## config.mk

```make
export PLATFORM = sky130hd
export DESIGN_NAME = prom_boot_fetch
export DESIGN_NICKNAME = d
export VERILOG_FILES = /design/src/rtl/prom_boot_pkg.sv /design/src/rtl/prom_cmd_decode.sv /design/src/rtl/prom_word_packer.sv /design/src/rtl/prom_access_seq.sv /design/src/rtl/prom_boot_fetch.sv
export SDC_FILE = /design/constraint.sdc
export NUM_CORES = 1
export LEC_CHECK = 0
export BUFFER_PORTS_ARGS = -buffer_cell sky130_fd_sc_hd__buf_2
export CAP_MARGIN = 30
export CORE_ASPECT_RATIO = 0.5
export CORE_UTILIZATION = 61
export DETAILED_ROUTE_END_ITERATION = 10
export PLACE_DENSITY = 0.86
export SYNTH_ARGS = -nofsm -noshare
export SYNTH_HDL_FRONTEND = slang
export SYNTH_HIERARCHICAL = 1
export SYNTH_SLANG_ARGS = --single-unit
```

## constraint.sdc

```tcl
create_clock -name clk -period 4.8 [get_ports clk]
set_input_delay 0.72 -clock clk [delete_from_list [all_inputs] [get_ports clk]]
set_output_delay 0.72 -clock clk [all_outputs]
set_load 0.005 [all_outputs]
```

## src/rtl/prom_boot_pkg.sv

```systemverilog
package prom_boot_pkg;

   localparam int CMD_W        = 32;
   localparam int PREFIX_W     = 4;
   localparam logic [PREFIX_W-1:0] CMD_PREFIX = 4'b1110;
   localparam int ADLY_W       = 5;
   localparam int ADLY_LSB     = 6;
   localparam int CDLY_W       = 4;
   localparam int CDLY_LSB     = 2;
   localparam int RSV_LSB      = ADLY_LSB + ADLY_W;
   localparam int RSV_MSB      = CMD_W - PREFIX_W - 1;
   localparam int WSEL_BAD_BIT = 1;
   localparam int WSEL_BIT     = 0;
   localparam int START_W      = 20;

   typedef struct packed {
      logic [ADLY_W-1:0] addr_dly;
      logic [CDLY_W-1:0] cs_dly;
      logic              wide;
   } boot_timing_t;

   typedef enum logic [2:0] {
      ST_HDR,
      ST_EXT,
      ST_WAIT,
      ST_READ,
      ST_EMIT
   } fetch_state_e;

   function automatic logic [ADLY_W-1:0] first_delay(input boot_timing_t t);
      logic [ADLY_W-1:0] c;
      c = ADLY_W'(t.cs_dly);
      return (t.addr_dly > c) ? t.addr_dly : c;
   endfunction

endpackage

```

## src/rtl/prom_cmd_decode.sv

```systemverilog
module prom_cmd_decode
   import prom_boot_pkg::*;
#(
   parameter int ROM_ADDR_W = START_W + 2
) (
   input  logic                  clk,
   input  logic                  rst_n,
   input  logic [CMD_W-1:0]      cmd_word_i,
   input  logic                  take_hdr_i,
   input  logic                  take_ext_i,
   output logic                  hdr_ok_o,
   output logic                  ext_ok_o,
   output boot_timing_t          timing_o,
   output logic [ROM_ADDR_W-1:0] start_byte_o,
   output logic                  err_o
);

   if (ROM_ADDR_W < START_W + 2) begin : g_addr_chk
      $error("ROM_ADDR_W too small for a scaled start field");
   end

   boot_timing_t          timing_q;
   logic                  err_q;
   logic [ROM_ADDR_W-1:0] field;

   assign hdr_ok_o = (cmd_word_i[CMD_W-1 -: PREFIX_W] == CMD_PREFIX)
                  && (cmd_word_i[RSV_MSB:RSV_LSB] == '0)
                  && !cmd_word_i[WSEL_BAD_BIT];
   assign ext_ok_o = (cmd_word_i[CMD_W-1:START_W] == '0);

   assign field        = ROM_ADDR_W'(cmd_word_i[START_W-1:0]);
   assign start_byte_o = timing_q.wide ? (field << 1) : (field << 2);

   always_ff @(posedge clk) begin
      if (!rst_n) begin
         timing_q <= '0;
         err_q    <= 1'b0;
      end else begin
         if (take_hdr_i) begin
            err_q <= !hdr_ok_o;
            if (hdr_ok_o) begin
               timing_q.addr_dly <= cmd_word_i[ADLY_LSB +: ADLY_W];
               timing_q.cs_dly   <= cmd_word_i[CDLY_LSB +: CDLY_W];
               timing_q.wide     <= cmd_word_i[WSEL_BIT];
            end
         end else if (take_ext_i && !ext_ok_o) begin
            err_q <= 1'b1;
         end
      end
   end

   assign timing_o = timing_q;
   assign err_o    = err_q;

   assert_err_on_bad_hdr_R1: assert property (@(posedge clk) disable iff (!rst_n)
      (take_hdr_i && !hdr_ok_o) |=> err_o);
   assert_err_on_bad_ext_R2: assert property (@(posedge clk) disable iff (!rst_n)
      (take_ext_i && !ext_ok_o) |=> err_o);
   assert_err_clear_R10: assert property (@(posedge clk) disable iff (!rst_n)
      (take_hdr_i && hdr_ok_o) |=> !err_o);

endmodule

```

## src/rtl/prom_word_packer.sv

```systemverilog
module prom_word_packer #(
   parameter int WORD_W = 32,
   parameter int DATA_W = 16
) (
   input  logic              clk,
   input  logic              rst_n,
   input  logic              clear_i,
   input  logic              wide_i,
   input  logic              sample_i,
   input  logic [DATA_W-1:0] data_i,
   output logic [WORD_W-1:0] word_o,
   output logic              last_o
);

   localparam int NBYTES = WORD_W / 8;
   localparam int IDX_W  = $clog2(NBYTES) + 1;

   if (WORD_W % 16 != 0) begin : g_word_chk
      $error("WORD_W must be a multiple of 16");
   end
   if (DATA_W != 16) begin : g_data_chk
      $error("DATA_W must be 16 (two byte lanes)");
   end

   logic [IDX_W-1:0] idx_q;
   logic [IDX_W-1:0] step;
   logic [7:0]       hi_b;
   logic [7:0]       lo_b;

   assign step   = wide_i ? IDX_W'(2) : IDX_W'(1);
   assign last_o = (idx_q + step) == IDX_W'(NBYTES);
   assign hi_b   = data_i[DATA_W-1 -: 8];
   assign lo_b   = data_i[7:0];

   always_ff @(posedge clk) begin
      if (!rst_n || clear_i) begin
         idx_q <= '0;
      end else if (sample_i) begin
         idx_q <= last_o ? '0 : idx_q + step;
      end
   end

   for (genvar k = 0; k < NBYTES; k++) begin : g_lane
      logic hit_first;
      logic hit_second;
      assign hit_first  = (idx_q == IDX_W'(k));
      assign hit_second = wide_i && ((idx_q + IDX_W'(1)) == IDX_W'(k));
      always_ff @(posedge clk) begin
         if (!rst_n) begin
            word_o[WORD_W-1-8*k -: 8] <= '0;
         end else if (sample_i && (hit_first || hit_second)) begin
            word_o[WORD_W-1-8*k -: 8] <= (wide_i && hit_first) ? hi_b : lo_b;
         end
      end
   end

   assert_lane_bound_R6: assert property (@(posedge clk) disable iff (!rst_n)
      idx_q < IDX_W'(NBYTES));
   assert_wide_align_R7: assert property (@(posedge clk) disable iff (!rst_n)
      (sample_i && wide_i) |-> !idx_q[0]);

endmodule

```

## src/rtl/prom_access_seq.sv

```systemverilog
module prom_access_seq
   import prom_boot_pkg::*;
#(
   parameter int ROM_ADDR_W = START_W + 2,
   parameter int CNT_W      = 16
) (
   input  logic                  clk,
   input  logic                  rst_n,
   input  logic                  cmd_valid_i,
   input  logic                  hdr_ok_i,
   input  logic                  ext_ok_i,
   input  boot_timing_t          timing_i,
   input  logic [ROM_ADDR_W-1:0] start_byte_i,
   input  logic [CNT_W-1:0]      words_i,
   input  logic                  pack_last_i,
   input  logic                  out_ready_i,
   output logic                  cmd_ready_o,
   output logic                  take_hdr_o,
   output logic                  take_ext_o,
   output logic                  fetch_start_o,
   output logic                  cs_n_o,
   output logic                  oe_n_o,
   output logic [ROM_ADDR_W-1:0] addr_o,
   output logic                  sample_o,
   output logic                  out_valid_o
);

   if (CNT_W < 1) begin : g_cnt_chk
      $error("CNT_W must be at least 1");
   end

   fetch_state_e          state_q;
   logic [ADLY_W-1:0]     cnt_q;
   logic [ADLY_W-1:0]     lead_dly;
   logic [ADLY_W-1:0]     gap_dly;
   logic [CNT_W-1:0]      left_q;
   logic [ROM_ADDR_W-1:0] addr_q;
   logic [ROM_ADDR_W-1:0] step;
   logic                  idle;

   assign lead_dly = first_delay(timing_i);
   assign gap_dly  = timing_i.addr_dly;
   assign step     = timing_i.wide ? ROM_ADDR_W'(2) : ROM_ADDR_W'(1);
   assign idle     = (state_q == ST_HDR) || (state_q == ST_EXT);

   assign take_hdr_o    = cmd_valid_i && (state_q == ST_HDR);
   assign take_ext_o    = cmd_valid_i && (state_q == ST_EXT);
   assign fetch_start_o = take_ext_o && ext_ok_i && (words_i != '0);

   always_ff @(posedge clk) begin
      if (!rst_n) begin
         state_q <= ST_HDR;
         cnt_q   <= '0;
         left_q  <= '0;
         addr_q  <= '0;
      end else begin
         case (state_q)
            ST_HDR: begin
               if (take_hdr_o && hdr_ok_i) state_q <= ST_EXT;
            end
            ST_EXT: begin
               if (take_ext_o) begin
                  if (fetch_start_o) begin
                     addr_q  <= start_byte_i;
                     left_q  <= words_i;
                     state_q <= (lead_dly == '0) ? ST_READ : ST_WAIT;
                     cnt_q   <= lead_dly - ADLY_W'(1);
                  end else begin
                     state_q <= ST_HDR;
                  end
               end
            end
            ST_WAIT: begin
               if (cnt_q == '0) state_q <= ST_READ;
               else             cnt_q   <= cnt_q - ADLY_W'(1);
            end
            ST_READ: begin
               if (pack_last_i) begin
                  state_q <= ST_EMIT;
               end else begin
                  addr_q  <= addr_q + step;
                  state_q <= (gap_dly == '0) ? ST_READ : ST_WAIT;
                  cnt_q   <= gap_dly - ADLY_W'(1);
               end
            end
            ST_EMIT: begin
               if (out_ready_i) begin
                  if (left_q == CNT_W'(1)) begin
                     state_q <= ST_HDR;
                  end else begin
                     left_q  <= left_q - CNT_W'(1);
                     addr_q  <= addr_q + step;
                     state_q <= (gap_dly == '0) ? ST_READ : ST_WAIT;
                     cnt_q   <= gap_dly - ADLY_W'(1);
                  end
               end
            end
            default: state_q <= ST_HDR;
         endcase
      end
   end

   assign cmd_ready_o = idle;
   assign cs_n_o      = idle;
   assign oe_n_o      = (state_q != ST_READ);
   assign sample_o    = (state_q == ST_READ);
   assign out_valid_o = (state_q == ST_EMIT);
   assign addr_o      = addr_q;

   assert_addr_step_R3: assert property (@(posedge clk) disable iff (!rst_n)
      (state_q == ST_READ && !pack_last_i) |=> addr_q == $past(addr_q) + $past(step));
   assert_wait_bound_R4: assert property (@(posedge clk) disable iff (!rst_n)
      (state_q == ST_WAIT) |-> cnt_q < lead_dly);
   assert_emit_hold_R8: assert property (@(posedge clk) disable iff (!rst_n)
      (state_q == ST_EMIT && !out_ready_i) |=> (state_q == ST_EMIT) && $stable(addr_q));
   assert_done_release_R9: assert property (@(posedge clk) disable iff (!rst_n)
      (state_q == ST_EMIT && out_ready_i && left_q == CNT_W'(1)) |=> cs_n_o);

endmodule

```

## src/rtl/prom_boot_fetch.sv

```systemverilog
module prom_boot_fetch
   import prom_boot_pkg::*;
#(
   parameter int CNT_W  = 16,
   parameter int DATA_W = 16,
   parameter int WORD_W = 32,
   parameter int ROM_ADDR_W = START_W + 2
) (
   input  logic                  clk,
   input  logic                  rst_n,
   input  logic                  cmd_valid,
   output logic                  cmd_ready,
   input  logic [CMD_W-1:0]      cmd_data,
   input  logic [CNT_W-1:0]      fetch_words,
   output logic                  rom_cs_n,
   output logic                  rom_oe_n,
   output logic [ROM_ADDR_W-1:0] rom_addr,
   input  logic [DATA_W-1:0]     rom_data,
   output logic                  out_valid,
   input  logic                  out_ready,
   output logic [WORD_W-1:0]     out_data,
   output logic                  cmd_err
);

   if (WORD_W != CMD_W) begin : g_width_chk
      $error("output word width must match the command word width");
   end

   boot_timing_t          timing;
   logic                  hdr_ok;
   logic                  ext_ok;
   logic                  take_hdr;
   logic                  take_ext;
   logic                  fetch_start;
   logic                  sample;
   logic                  pack_last;
   logic [ROM_ADDR_W-1:0] start_byte;

   prom_cmd_decode #(.ROM_ADDR_W(ROM_ADDR_W)) u_decode (
      .clk          (clk),
      .rst_n        (rst_n),
      .cmd_word_i   (cmd_data),
      .take_hdr_i   (take_hdr),
      .take_ext_i   (take_ext),
      .hdr_ok_o     (hdr_ok),
      .ext_ok_o     (ext_ok),
      .timing_o     (timing),
      .start_byte_o (start_byte),
      .err_o        (cmd_err)
   );

   prom_access_seq #(.ROM_ADDR_W(ROM_ADDR_W), .CNT_W(CNT_W)) u_seq (
      .clk           (clk),
      .rst_n         (rst_n),
      .cmd_valid_i   (cmd_valid),
      .hdr_ok_i      (hdr_ok),
      .ext_ok_i      (ext_ok),
      .timing_i      (timing),
      .start_byte_i  (start_byte),
      .words_i       (fetch_words),
      .pack_last_i   (pack_last),
      .out_ready_i   (out_ready),
      .cmd_ready_o   (cmd_ready),
      .take_hdr_o    (take_hdr),
      .take_ext_o    (take_ext),
      .fetch_start_o (fetch_start),
      .cs_n_o        (rom_cs_n),
      .oe_n_o        (rom_oe_n),
      .addr_o        (rom_addr),
      .sample_o      (sample),
      .out_valid_o   (out_valid)
   );

   prom_word_packer #(.WORD_W(WORD_W), .DATA_W(DATA_W)) u_pack (
      .clk      (clk),
      .rst_n    (rst_n),
      .clear_i  (fetch_start),
      .wide_i   (timing.wide),
      .sample_i (sample),
      .data_i   (rom_data),
      .word_o   (out_data),
      .last_o   (pack_last)
   );

   assert_oe_inside_cs_R5: assert property (@(posedge clk) disable iff (!rst_n)
      !rom_oe_n |-> !rom_cs_n);
   assert_err_idle_R1: assert property (@(posedge clk) disable iff (!rst_n)
      cmd_err |-> rom_cs_n);
   assert_ready_idle_R10: assert property (@(posedge clk) disable iff (!rst_n)
      cmd_ready |-> (rom_cs_n && !out_valid));
   assert_stall_data_R8: assert property (@(posedge clk) disable iff (!rst_n)
      (out_valid && !out_ready) |=> (out_valid && $stable(out_data)));

endmodule

```

# Yosys cells after proc, flatten, opt, wreduce, memory -nomap -nowiden
# Index checks and enable logic that the tools add are counted.
classes:
  n_addsub: 7
  n_lt_le_gt_ge: 1
  eq_ne: 22
  n_mux: 39
  reduce_logical: 48
op_table:
  columns: ["cell", "count"]
  rows:
  - ["22-bit two-way mux", 6]
  - ["22-bit case mux with 3 select lines", 1]
  - ["16-bit two-way mux", 4]
  - ["5-bit two-way mux", 7]
  - ["8-bit two-way mux", 4]
  - ["16-bit case mux with 2 select lines", 1]
  - ["3-bit two-way mux", 8]
  - ["22-bit adder", 1]
  - ["1-bit logical AND", 20]
  - ["5-bit case mux with 4 select lines", 1]
  - ["3-bit by 2-bit equality test with 1-bit output, second input constant", 6]
  - ["17-bit logical NOT", 1]
  - ["16-bit by 1-bit equality test with 1-bit output, second input constant", 1]
  - ["16-bit nonzero test", 1]
  - ["16-bit by 1-bit subtractor with 16-bit output, second input constant", 1]
  - ["5-bit logical NOT", 3]
  - ["3-bit case mux with 5 select lines", 1]
  - ["5-bit by 1-bit subtractor with 5-bit output, second input constant", 3]
  - ["12-bit logical NOT", 1]
  - ["2-bit inequality test, second input constant", 5]
  - ["3-bit by 1-bit equality test with 1-bit output, second input constant", 3]
  - ["3-bit logical NOT", 3]
  - ["7-bit AND reduction", 1]
  - ["3-bit equality test, second input constant", 2]
  - ["17 further kinds", 32]
word_totals:
  register_bits: 92
  in_bits: 68
  out_inout_bits: 59
  word_cells: 130

# Logic depth before layout (Yosys ltp)
# Gate-level depths: netlist (run 1).
depth:
  depth_word: 7
  mapped_depth: 13
  ltp_nobuf: 11

# Modules after synthesis
# The synthesis (run 1) kept the hierarchy.
modules_own_cells:
  columns: ["mod", "instances", "cells_per_inst", "area_per_inst_um2", "seq_area_each_um2"]
  rows:
  - ["prom_access_seq", 1, 493, 3488.3, 920.9]
  - ["prom_word_packer", 1, 206, 2133.3, 700.7]
  - ["prom_cmd_decode", 1, 90, 824.5, 220.2]

# Worst setup path before layout (run 1)
# OpenSTA, ideal clock, no wires.
synth_path:
  path_type: "register to register"
  startpoint: "register u_decode.timing_q (netlist bit u_decode/timing_o[0])"
  endpoint: "register u_seq.addr_q[11], in the netlist u_seq/addr_o[11]"
  setup_ns: 0.119
  t_arrival_ns: 2.706
  required_time_ns: 4.681
  setup_slack_ns: 1.975
  path_stages_with_launch: 13
  path_buffers: 3
  period_less_slack_ns: 2.825
  cell_sequence: "dfxtp_1 > clkbuf_1 > inv_1 > ha_1 > fa_1 > xnor2_1 > nor3_1 > nand3_1 > nand2_1 > or4_1 > buf_2 > buf_6 > o221a_1"
synth_via:
  elab_chain_len: 5
  elab_cells_between_ends: 14
  cone_classes: "add/sub: 2; eq/ne: 2; mux: 9; reduce/logical: 1"
synth_lines:
  columns: ["element", "line_no", "source"]
  rows:
  - ["start: declaration", "prom_cmd_decode.sv:22", "boot_timing_t timing_q;"]
  - ["2-bit two-way mux", "prom_word_packer.sv:30", "assign step = wide_i ? IDX_W'(2) : IDX_W'(1);"]
  - ["3-bit adder", "prom_word_packer.sv:31", "assign last_o = (idx_q + step) == IDX_W'(NBYTES);"]
  - ["3-bit equality test", "prom_word_packer.sv:31", null]
  - ["net pack_last", "prom_boot_fetch.sv:36", "logic pack_last;"]
  - ["2-bit inequality test (no line)", null, null]
  - ["6-bit AND reduction (no line)", null, null]
  - ["end signal: assignment", "prom_access_seq.sv:64", "addr_q <= start_byte_i;"]
  - ["end signal: assignment", "prom_access_seq.sv:81", "addr_q <= addr_q + step;"]
  - ["end signal: assignment", "prom_access_seq.sv:92", "addr_q <= addr_q + step;"]
  - ["end: declaration", "prom_access_seq.sv:37", "logic [ROM_ADDR_W-1:0] addr_q;"]
# The timed path passes the listed nets, and every way through them passes these cells. The select of a mux whose other input is x is not followed.
# A chain may end at the register's enable or synchronous reset.

# Worst setup path after layout (run 1)
layout_path:
  startpoint: "register u_pack.idx_q[0]"
  endpoint: "register u_seq.addr_q[9], in the netlist u_seq/addr_o[9]"
layout_via:
  elab_chain_len: 4
layout_lines:
  columns: ["element", "line_no", "source"]
  rows:
  - ["start: declaration", "prom_word_packer.sv:25", "logic [IDX_W-1:0] idx_q;"]
  - ["start signal: assignment", "prom_word_packer.sv:39", "idx_q <= last_o ? '0 : idx_q + step;"]
  - ["3-bit adder", "prom_word_packer.sv:31", null]
  - ["3-bit equality test", "prom_word_packer.sv:31", null]
  - ["net pack_last", "prom_boot_fetch.sv:36", null]
  - ["2-bit inequality test (no line)", null, null]
  - ["6-bit AND reduction (no line)", null, null]
# The timed path passes the listed nets, and every way through them passes these cells.

==> flow_metrics.tcl, run 1 <==
set metrics [dict create \
    worstHoldPathType "reg -> reg" \
    layout_commonest_cell "buf_2" \
    peakVddDrop_v 0.0001414 \
    io_pins 127 \
    tns_ns 0 \
    drtPass1Iterations 5 \
    fin_crit_sh_pct 70.63 \
    dieArea_mm2 0.01101 \
    antenna_found_initial 0 \
    power.density_mw_per_mm2 220.3 \
    max_freq_mhz 295.0 \
    start_util_pct 62.91 \
    insertion_delay_ns 0.34 \
    final_layout_size_suffix_gt1_share_pct 23.70 \
    place_hpwl_um 12690 \
    r2r_end "u_seq/addr_o[9]" \
    via_count 6734 \
    drc 0 \
    dr.first_iter.drc_count 674 \
    h-tree-depth 3 \
    synth_top_area_cell "dfxtp_1" \
    end_kind "flop" \
    worstPathArrival_ns 3.64 \
    grt_pass1_vias 5636 \
    synth_seq_area_share_pct 28.57 \
    synth_edf_count 0 \
    slew_headroom_pct 34.46 \
    outcome "finished clean" \
    port_buffers 126 \
    final_nets 958 \
    syn_nets 870 \
    skew_ns 0.009776 \
    hold_ws_ns 0.4642 \
    grt.overflow.total 0 \
    clk_pin_slew_ns 0.07 \
    rsz0062_at_grt "false" \
    wl_per_cell_um 17.67 \
    setup_violations 0 \
    cts_tree "built" \
    syn2layout_area_growth_pct 13.12 \
    reg2reg_from "u_pack/idx_q[0]" \
    yosys.cell_types.count 78 \
    cts.hold.buffers_added 0 \
    critPathLaunchType "flop" \
    crit_fanout 23 \
    yosysTopAreaCellShare_pct 28.57 \
    cts_root_buf "clkbuf_16" \
    hold_viol 0 \
    avgSynthCellArea_um2 8.170 \
    final_core_util_pct 71.16 \
    wl_um 18060 \
    synthTopCellsByArea "dfxtp_1 29%, mux2i_1 5.9%, a21oi_1 5.3%" \
    syn_inst 789 \
    reg2reg_depth 8 \
    cts.sinks 92 \
    power_w 0.001607 \
    yosys_warnings 6 \
    period_needed_ns 3.390 \
    drv_slew 0 \
    crit_required_ns 5.05 \
    min_from "u_pack/word_o[7]" \
    clockBufferDepth 2 \
    antennaDiodeCount 0 \
    post-cts-setup-buffers 0 \
    min_path_cells 2 \
    design_area_mm2 0.007292 \
    ys_ff_latch 92 \
    cts_buffers 9 \
    crit_family "simple AND/OR/NAND/NOR gates" \
    grt_max_degree 46 \
    cp_cell_sequence "ha_1 -> fa_1 -> nor3_1 -> nand3_1 -> nand2_1 -> or4_1 -> o21ai_0 -> a21oi_1" \
    path_class "reg -> reg" \
    grt_use_total_pct 31.79 \
    critPathMaxStageDelay_ns 0.70 \
    maxCapViolCount 0 \
    cp_num_buf_inv 0 \
    ys_async_sr_fraction_pct 0 \
    hold_end "u_pack/word_o[7]" \
    crit_slowest_cell "dfxtp_1" \
    place_congestion 0.9028 \
    n_fill_cell 789 \
    die_h_um 74.69 \
    via_per_inst 6.589 \
    dieWidth_um 147.4 \
    core.rowCount 26 \
    worst_pin_slew_ns 0.9821 \
    grt_first_pass_wirelength_um 27980 \
    placed_area_mm2 0.006989 \
    synthFlopType "dfxtp_1" \
    core_mm2 0.01025 \
    ant_nets 0 \
    cts_repair_resize_count 0 \
    r2r_slack_ns 1.41 \
    final_cell_mix "128 x buf_2, 92 x dfxtp_1, 72 x nand2_1" \
    synth_area_mm2 0.006446 \
    p_leak_nw 2.776 \
]
==> cell families after synthesis <==
group,share of synthesized area [%]
other,0.05817
muxes,9.569
and+or+nand+nor,22.77
xor gates and xnor gates,0.2718
buffers and inverters,6.522
adders and majority gates,2.756
AOI/OAI and AO/OA,29.48
DFF,28.57
==> worst max path at each step <==
stage | startpoint | end | slack [ns] | depth (start not counted)
3_5_place_dp | cmd_data[20] | u_seq/addr_o[9] | 1.30 | 8
2_1_floorplan | u_decode/timing_o[0] | u_seq/addr_o[11] | 1.97 | 12
6_report | u_pack/idx_q[0] | u_seq/addr_o[9] | 1.41 | 8
4_1_cts | u_pack/idx_q[0] | u_seq/addr_o[9] | 1.45 | 8
3_3_place_gp | cmd_data[20] | u_seq/addr_o[21] | 1.41 | 8
5_1_grt | u_decode/timing_o[0] | u_seq/addr_o[9] | 1.11 | 11
==> per-layer routing <==
| metal | wire length (um) | share of wire [%] | global-route usage (%) | vias up |
|---|---|---|---|---|
| li1 | - | - | - | 3173 |
| met1 | 7798 | 43 | 43.03 | 3111 |
| met2 | 8090 | 45 | 51.78 | 423 |
| met3 | 1870 | 10 | 6.303 | 27 |
| met4 | 302 | 1.7 | 10.54 | 0 |
| met5 | 0 | 0 | 0 | - |
==> through the flow <==
stage	worst slack, ns	instances
2_1_floorplan	1.975	789
3_3_place_gp	1.405	1004
3_5_place_dp	1.299	1006
4_1_cts	1.448	1022
5_1_grt	1.113	1022
6_report	1.410	1022
==> report_power, final <==
group / internal (W) / total [W] / switching, W / leakage [nW]
clock network: 0.000421 / 0.000733 / 0.000312 / 0.146
registers: 0.000763 / 0.000764 / 0.000000301 / 0.741
logic: 0.0000442 / 0.000110 / 0.0000658 / 1.89
==> registers in the layout, indices dropped and copies added, names as in the netlist <==
signal,flops
u_decode/err_o,1
u_pack/word_o,32
u_decode/timing_o,10
u_seq/cnt_q,5
u_seq/addr_o,22
u_pack/idx_q,3
u_seq/left_q,16
u_seq/state_q,3
==> area by class of cell <==
cell class	count	area [um2]	share of cell area, %
Clock buffer	11	242.7	3.329
Clock inverter	5	60.06	0.8236
Inverter	23	86.33	1.184
Multi-Input combinational cell	616	4193	57.50
Sequential cell	92	1842	25.26
Tap cell	140	175.2	2.402
Timing Repair Buffer	135	693.2	9.506
==> tightest hold or removal path: cells and delay by family (launching register included) <==
kind          cells  cell delay [ns]
flops             1             0.31
mux               1             0.06
simple gates      1             0.05
==> synthesized netlist by cell type (3+ instances only) <==
| cell | n |
|---|---|
| buf_6 | 9 |
| nand3_1 | 16 |
| and2_1 | 7 |
| mux2_2 | 21 |
| inv_1 | 19 |
| mux2i_1 | 38 |
| o31ai_1 | 9 |
| o21ai_1 | 3 |
| buf_4 | 8 |
| a21oi_1 | 68 |
| buf_1 | 4 |
| o21ai_0 | 57 |
| and4_1 | 5 |
| inv_2 | 3 |
| o41ai_1 | 3 |
| nor2_1 | 60 |
| nor3_1 | 15 |
| o21a_1 | 5 |
| clkbuf_1 | 22 |
| nand2_1 | 72 |
| a211oi_1 | 38 |
| ha_1 | 11 |
| nand2b_1 | 8 |
| a22o_1 | 6 |
| nand4_1 | 17 |
| and4b_1 | 4 |
| o221a_1 | 3 |
| a211oi_2 | 18 |
| or4_1 | 3 |
| a21o_1 | 5 |
| a21boi_0 | 13 |
| a31oi_1 | 13 |
| a311oi_1 | 3 |
| a32o_1 | 3 |
| nand3b_1 | 3 |
| dfxtp_1 | 92 |
| buf_2 | 14 |
| and3_1 | 13 |
| nor4_1 | 19 |
| o2bb2ai_1 | 3 |
| nor3b_1 | 5 |
No activity file was read; power rests on OpenSTA's default activity.
==> inputs of run 2 (changes only) <==
--- a/config.mk
+++ b/config.mk
@@ -8,9 +8,9 @@
 export BUFFER_PORTS_ARGS = -buffer_cell sky130_fd_sc_hd__buf_2
 export CAP_MARGIN = 30
 export CORE_ASPECT_RATIO = 0.5
-export CORE_UTILIZATION = 61
+export CORE_UTILIZATION = 51
 export DETAILED_ROUTE_END_ITERATION = 10
-export PLACE_DENSITY = 0.86
+export PLACE_DENSITY = 0.77
 export SYNTH_ARGS = -nofsm -noshare
 export SYNTH_HDL_FRONTEND = slang
 export SYNTH_HIERARCHICAL = 1
==> constraint.sdc (replaced) <==
create_clock -name clk -period 2.88 [get_ports clk]
set_input_delay 0.432 -clock clk [delete_from_list [all_inputs] [get_ports clk]]
set_output_delay 0.432 -clock clk [all_outputs]
set_load 0.005 [all_outputs]
==> flow_metrics.tcl, run 2 (same netlist as run 1, synthesis figures left out) <==
set metrics [dict create \
    outcome "finished clean" \
    power.density_mw_per_mm2 357.0 \
    insertion_delay_ns 0.35 \
    dieWidth_um 161.0 \
    min_path_cells 3 \
    drtPass1Iterations 5 \
    cts_buffers 9 \
    cp_num_buf_inv 1 \
    cts_root_buf "clkbuf_16" \
    dr.first_iter.drc_count 723 \
    n_fill_cell 1079 \
    antenna_found_initial 0 \
    regMostFlops "u_pack/word_o" \
    grt.overflow.total 0 \
    use_met1_pct 37.03 \
    start_util_pct 53.49 \
    wl_um 18330 \
    layout_commonest_cell "buf_2" \
    use_met3_pct 5.808 \
    final_layout_size_suffix_gt1_share_pct 26.25 \
    drc 0 \
    worstHoldPathType "in -> reg" \
    final_nets 980 \
    clockBufferDepth 2 \
    cp.depth 11 \
    drv_slew 0 \
    tns_ns 0 \
    antennaDiodeCount 0 \
    syn2layout_area_growth_pct 16.65 \
    period_needed_ns 2.737 \
    port_buffers 126 \
    cp_cell_sequence "inv_1 -> ha_1 -> nand3_2 -> or3b_4 -> a21oi_1 -> a21oi_1 -> a211oi_1 -> o22ai_1 -> ha_1 -> and3_1 -> a311o_1" \
    worst_pin_slew_ns 0.8222 \
    via_per_inst 6.282 \
    place_hpwl_um 13220 \
    reg2reg_depth 11 \
    largest_reg_flops 32 \
    post-cts-setup-buffers 0 \
    core_mm2 0.01205 \
    path_class "reg -> reg" \
    setup_violations 0 \
    ant_nets 0 \
    crit_required_ns 3.11 \
    p_leak_nw 2.896 \
    via_count 6709 \
    power_w 0.002684 \
    hold_viol 0 \
    h-tree-depth 3 \
    crit_family "compound AO/OA/AOI/OAI gates" \
    crit_slowest_cell "or3b_4" \
    r2r_slack_ns 0.14 \
    cts.sinks 92 \
    wl_per_cell_um 17.16 \
    grt.busiest_layer "met2" \
    worstPathArrival_ns 2.96 \
    use_met2_pct 44.53 \
    skew_ns 0.01310 \
    core.rowCount 28 \
    grt_use_total_pct 27.83 \
    grt_max_degree 42 \
    grt_first_pass_wirelength_um 29260 \
    die_h_um 81.50 \
    detailedPlace.worstSlack_ns 0.08422 \
    fin_crit_sh_pct 95.03 \
    slew_headroom_pct 45.18 \
    dieArea_mm2 0.01312 \
    cts.hold.buffers_added 0 \
    final_cell_mix "126 x buf_2, 90 x dfxtp_1, 72 x nand2_1" \
    timing.final.ws_setup_ns 0.1431 \
    max_freq_mhz 365.4 \
    place_congestion 0.8680 \
    end_kind "flop" \
    rsz0062_at_grt "false" \
    io_pins 127 \
    peakVddDrop_v 0.0002722 \
    clk_pin_slew_ns 0.07 \
    final_core_util_pct 62.40 \
    critPathLaunchType "flop" \
    crit_fanout 5 \
    maxCapViolCount 0 \
    cts_tree "built" \
    critPathMaxStageDelay_ns 0.45 \
    grt_pass1_vias 5967 \
]
run 2: changes by cell type in the layout (fill, tap and decap cells not counted), moves of 2 or more:
cell     before  now
buf_4         7   30
dfxtp_1      92   90
buf_2       128  126
dfxtp_2       0    2
run 2: worst paths after layout:
check | startpoint | to
max | u_decode/timing_o[3] | u_seq/cnt_q[4]
min | cmd_data[5] | u_decode/timing_o[4]
max reg2reg | u_decode/timing_o[3] | u_seq/cnt_q[4]
min reg2reg | u_pack/word_o[6] | u_pack/word_o[6]
run 2: per-layer routing:
metal	vias up	part of all wire, %
li1	3213	-
met1	3114	45
met2	342	44
met3	40	8.8
met4	0	2.4
met5	-	0
run 2: cell type report:
class / instances / area (um2) / share of cell area (%)
inverter: 23 / 86.33 / 1.148
clock buffer: 10 / 239.0 / 3.178
sequential: 92 / 1844 / 24.53
tap: 165 / 206.4 / 2.745
clock inverter: 5 / 60.06 / 0.7987
multi-input combinational: 616 / 4208 / 55.96
timing repair buffer: 157 / 875.8 / 11.65
run 2: worst reg2reg max path, stage by stage (launching register included):
cell,delay [ns]
dfxtp_1,0.35
inv_1,0.08
ha_1,0.31
nand3_2,0.12
or3b_4,0.45
a21oi_1,0.16
a21oi_1,0.08
a211oi_1,0.26
o22ai_1,0.11
ha_1,0.24
and3_1,0.16
a311o_1,0.30
run 2: through the flow:
step                cell area [um2]  hold WS, ns  instances
global route                   7520       0.3859       1068
floorplan                      6446       0.4414        789
detailed placement             7204       0.4513       1053
CTS                            7503       0.3647       1068
global placement               7204       0.4410       1053
finish                         7520       0.3712       1068
run 2: repair_timing:
item | 4_1_cts | 5_1_grt
endpoints found under the hold margin | 0 | 0
setup endpoints to repair | 0 | 1
resized for setup | 0 | 5
run 2: power by group:
part           switching [W]  internal, W
Clock               0.000527     0.000697
Sequential       0.000000481      0.00127
Combinational       0.000110    0.0000772
Total               0.000638      0.00205
==> inputs of run 3 (changes only) <==
==> constraint.sdc (replaced) <==
create_clock -name clk -period 2.88 [get_ports clk]
set_input_delay 0.72 -clock clk [delete_from_list [all_inputs] [get_ports clk]]
set_output_delay 0.72 -clock clk [all_outputs]
set_load 0.005 [all_outputs]
==> flow_metrics.tcl, run 3 (same netlist as run 1, synthesis figures left out) <==
set metrics [dict create \
    cts_buffers 9 \
    skew_ns 0.01029 \
    slew_headroom_pct 37.80 \
    clk_pin_slew_ns 0.07 \
    peakVddDrop_v 0.0002435 \
    maxCapViolCount 0 \
    p_seq_share_pct 47.2 \
    grt_pass1_vias 6177 \
    outcome "finished clean" \
    antenna_found_initial 0 \
    insertion_delay_ns 0.35 \
    design_area_mm2 0.007642 \
    start_util_pct 53.49 \
    largest_reg_flops 32 \
    n_fill_cell 1051 \
    critPathLaunchType "flop" \
    internal_power_w 0.002036 \
    final_nets 992 \
    cts.hold.buffers_added 0 \
    grt_first_pass_wirelength_um 30730 \
    final_core_util_pct 63.41 \
    grt_use_total_pct 29.14 \
    grt.overflow.total 0 \
    finalNonFillerCells 1081 \
    fin_crit_sh_pct 95.89 \
    drv_slew 0 \
    final_cell_mix "126 x buf_2, 90 x dfxtp_1, 72 x nand2_1" \
    die_h_um 81.50 \
    hold_viol 0 \
    via_per_inst 6.334 \
    syn2layout_area_growth_pct 18.56 \
    max_freq_mhz 362.1 \
    core.rowCount 28 \
    period_needed_ns 2.762 \
    ant_nets 0 \
    dr.first_iter.drc_count 603 \
    placedCellCount 1065 \
    path_class "reg -> reg" \
    crit_fanout 4 \
    p_leak_nw 2.964 \
    comb_power_share_pct 7.2 \
    port_buffers 126 \
    grt_max_degree 36 \
    layout_commonest_cell "buf_2" \
    dieWidth_um 161.0 \
    r2r_slack_ns 0.12 \
    drtPass1Iterations 6 \
    place_hpwl_um 13940 \
    power_w 0.002696 \
    wl_um 19210 \
    dieArea_mm2 0.01312 \
    cts.sinks 92 \
    power.density_mw_per_mm2 352.7 \
    cts_tree "built" \
    post-cts-setup-buffers 0 \
    final_layout_size_suffix_gt1_share_pct 27.29 \
    cts_repair_resize_count 0 \
    tns_ns 0 \
    worst_pin_slew_ns 0.9320 \
    worstHoldPathType "reg -> reg" \
    regMostFlops "u_pack/word_o" \
    cts_root_buf "clkbuf_16" \
    h-tree-depth 3 \
    clockBufferDepth 2 \
    setup_violations 0 \
    clkPwrFrac_pct 45.6 \
    antennaDiodeCount 0 \
    crit_required_ns 3.11 \
    p_sw_share_pct 24.46 \
    io_pins 127 \
    place_congestion 0.9160 \
    end_kind "flop" \
    core_mm2 0.01205 \
    placed_area_mm2 0.007315 \
    power.switching_w 0.0006594 \
    wl_per_cell_um 17.77 \
    worstPathArrival_ns 2.99 \
    drc 0 \
    via_count 6847 \
]
run 3: path summary, 6_finish.rpt:
check	to	from	depth (start not counted)
setup reg to reg	u_seq/cnt_q[4]	u_decode/timing_o[3]	11
setup / recovery	u_seq/cnt_q[4]	u_decode/timing_o[3]	11
hold reg to reg	u_pack/word_o[6]	u_pack/word_o[6]	2
hold / removal	u_pack/word_o[6]	u_pack/word_o[6]	2
run 3: cell type report:
class                           count  area [um2]  area share (%)
Timing Repair Buffer              169       985.9           12.90
Inverter                           23       86.33           1.130
Clock buffer                       10       229.0           2.996
Tap cell                          165       206.4           2.701
Clock inverter                      6       71.32          0.9332
Multi-Input combinational cell    616        4217           55.17
Sequential cell                    92        1847           24.17
run 3: per-stage QoR:
stage	hold WS (ns)	setup slack (ns)
floorplan	0.4414	0.05496
global placement	0.4503	0.002468
detailed placement	0.4652	-0.04008
CTS	0.4752	0.06977
global route	0.4963	-0.001711
finish	0.4718	0.1184
run 3: metal layers:
metal  GRT usage, %  vias up  wire length [um]
met5              0        -                 0
met4          9.245        0               333
met3          5.960       34              1673
met2          49.27      369              8626
met1          37.81     3200              8576
li1               -     3244                 -
run 3: power by group through the flow:
stage          Sequential, W  Clock (W)  Combinational (W)
2_1_floorplan        0.00130          0          0.0000822
3_3_place_gp         0.00130          0           0.000182
3_5_place_dp         0.00130          0           0.000189
4_1_cts              0.00127    0.00124           0.000190
5_1_grt              0.00127    0.00130           0.000208
6_report             0.00127    0.00123           0.000194
run 3: critical path, cell delays in order, from the launching register on:
cell and delay, ns:
dfxtp_1 0.38, inv_1 0.09, ha_1 0.30, nand3_1 0.14, or3b_1 0.42, a21oi_1 0.16, a21oi_1 0.10, a211oi_1 0.24
o22ai_1 0.13, ha_2 0.23, and3_1 0.15, a311o_1 0.30
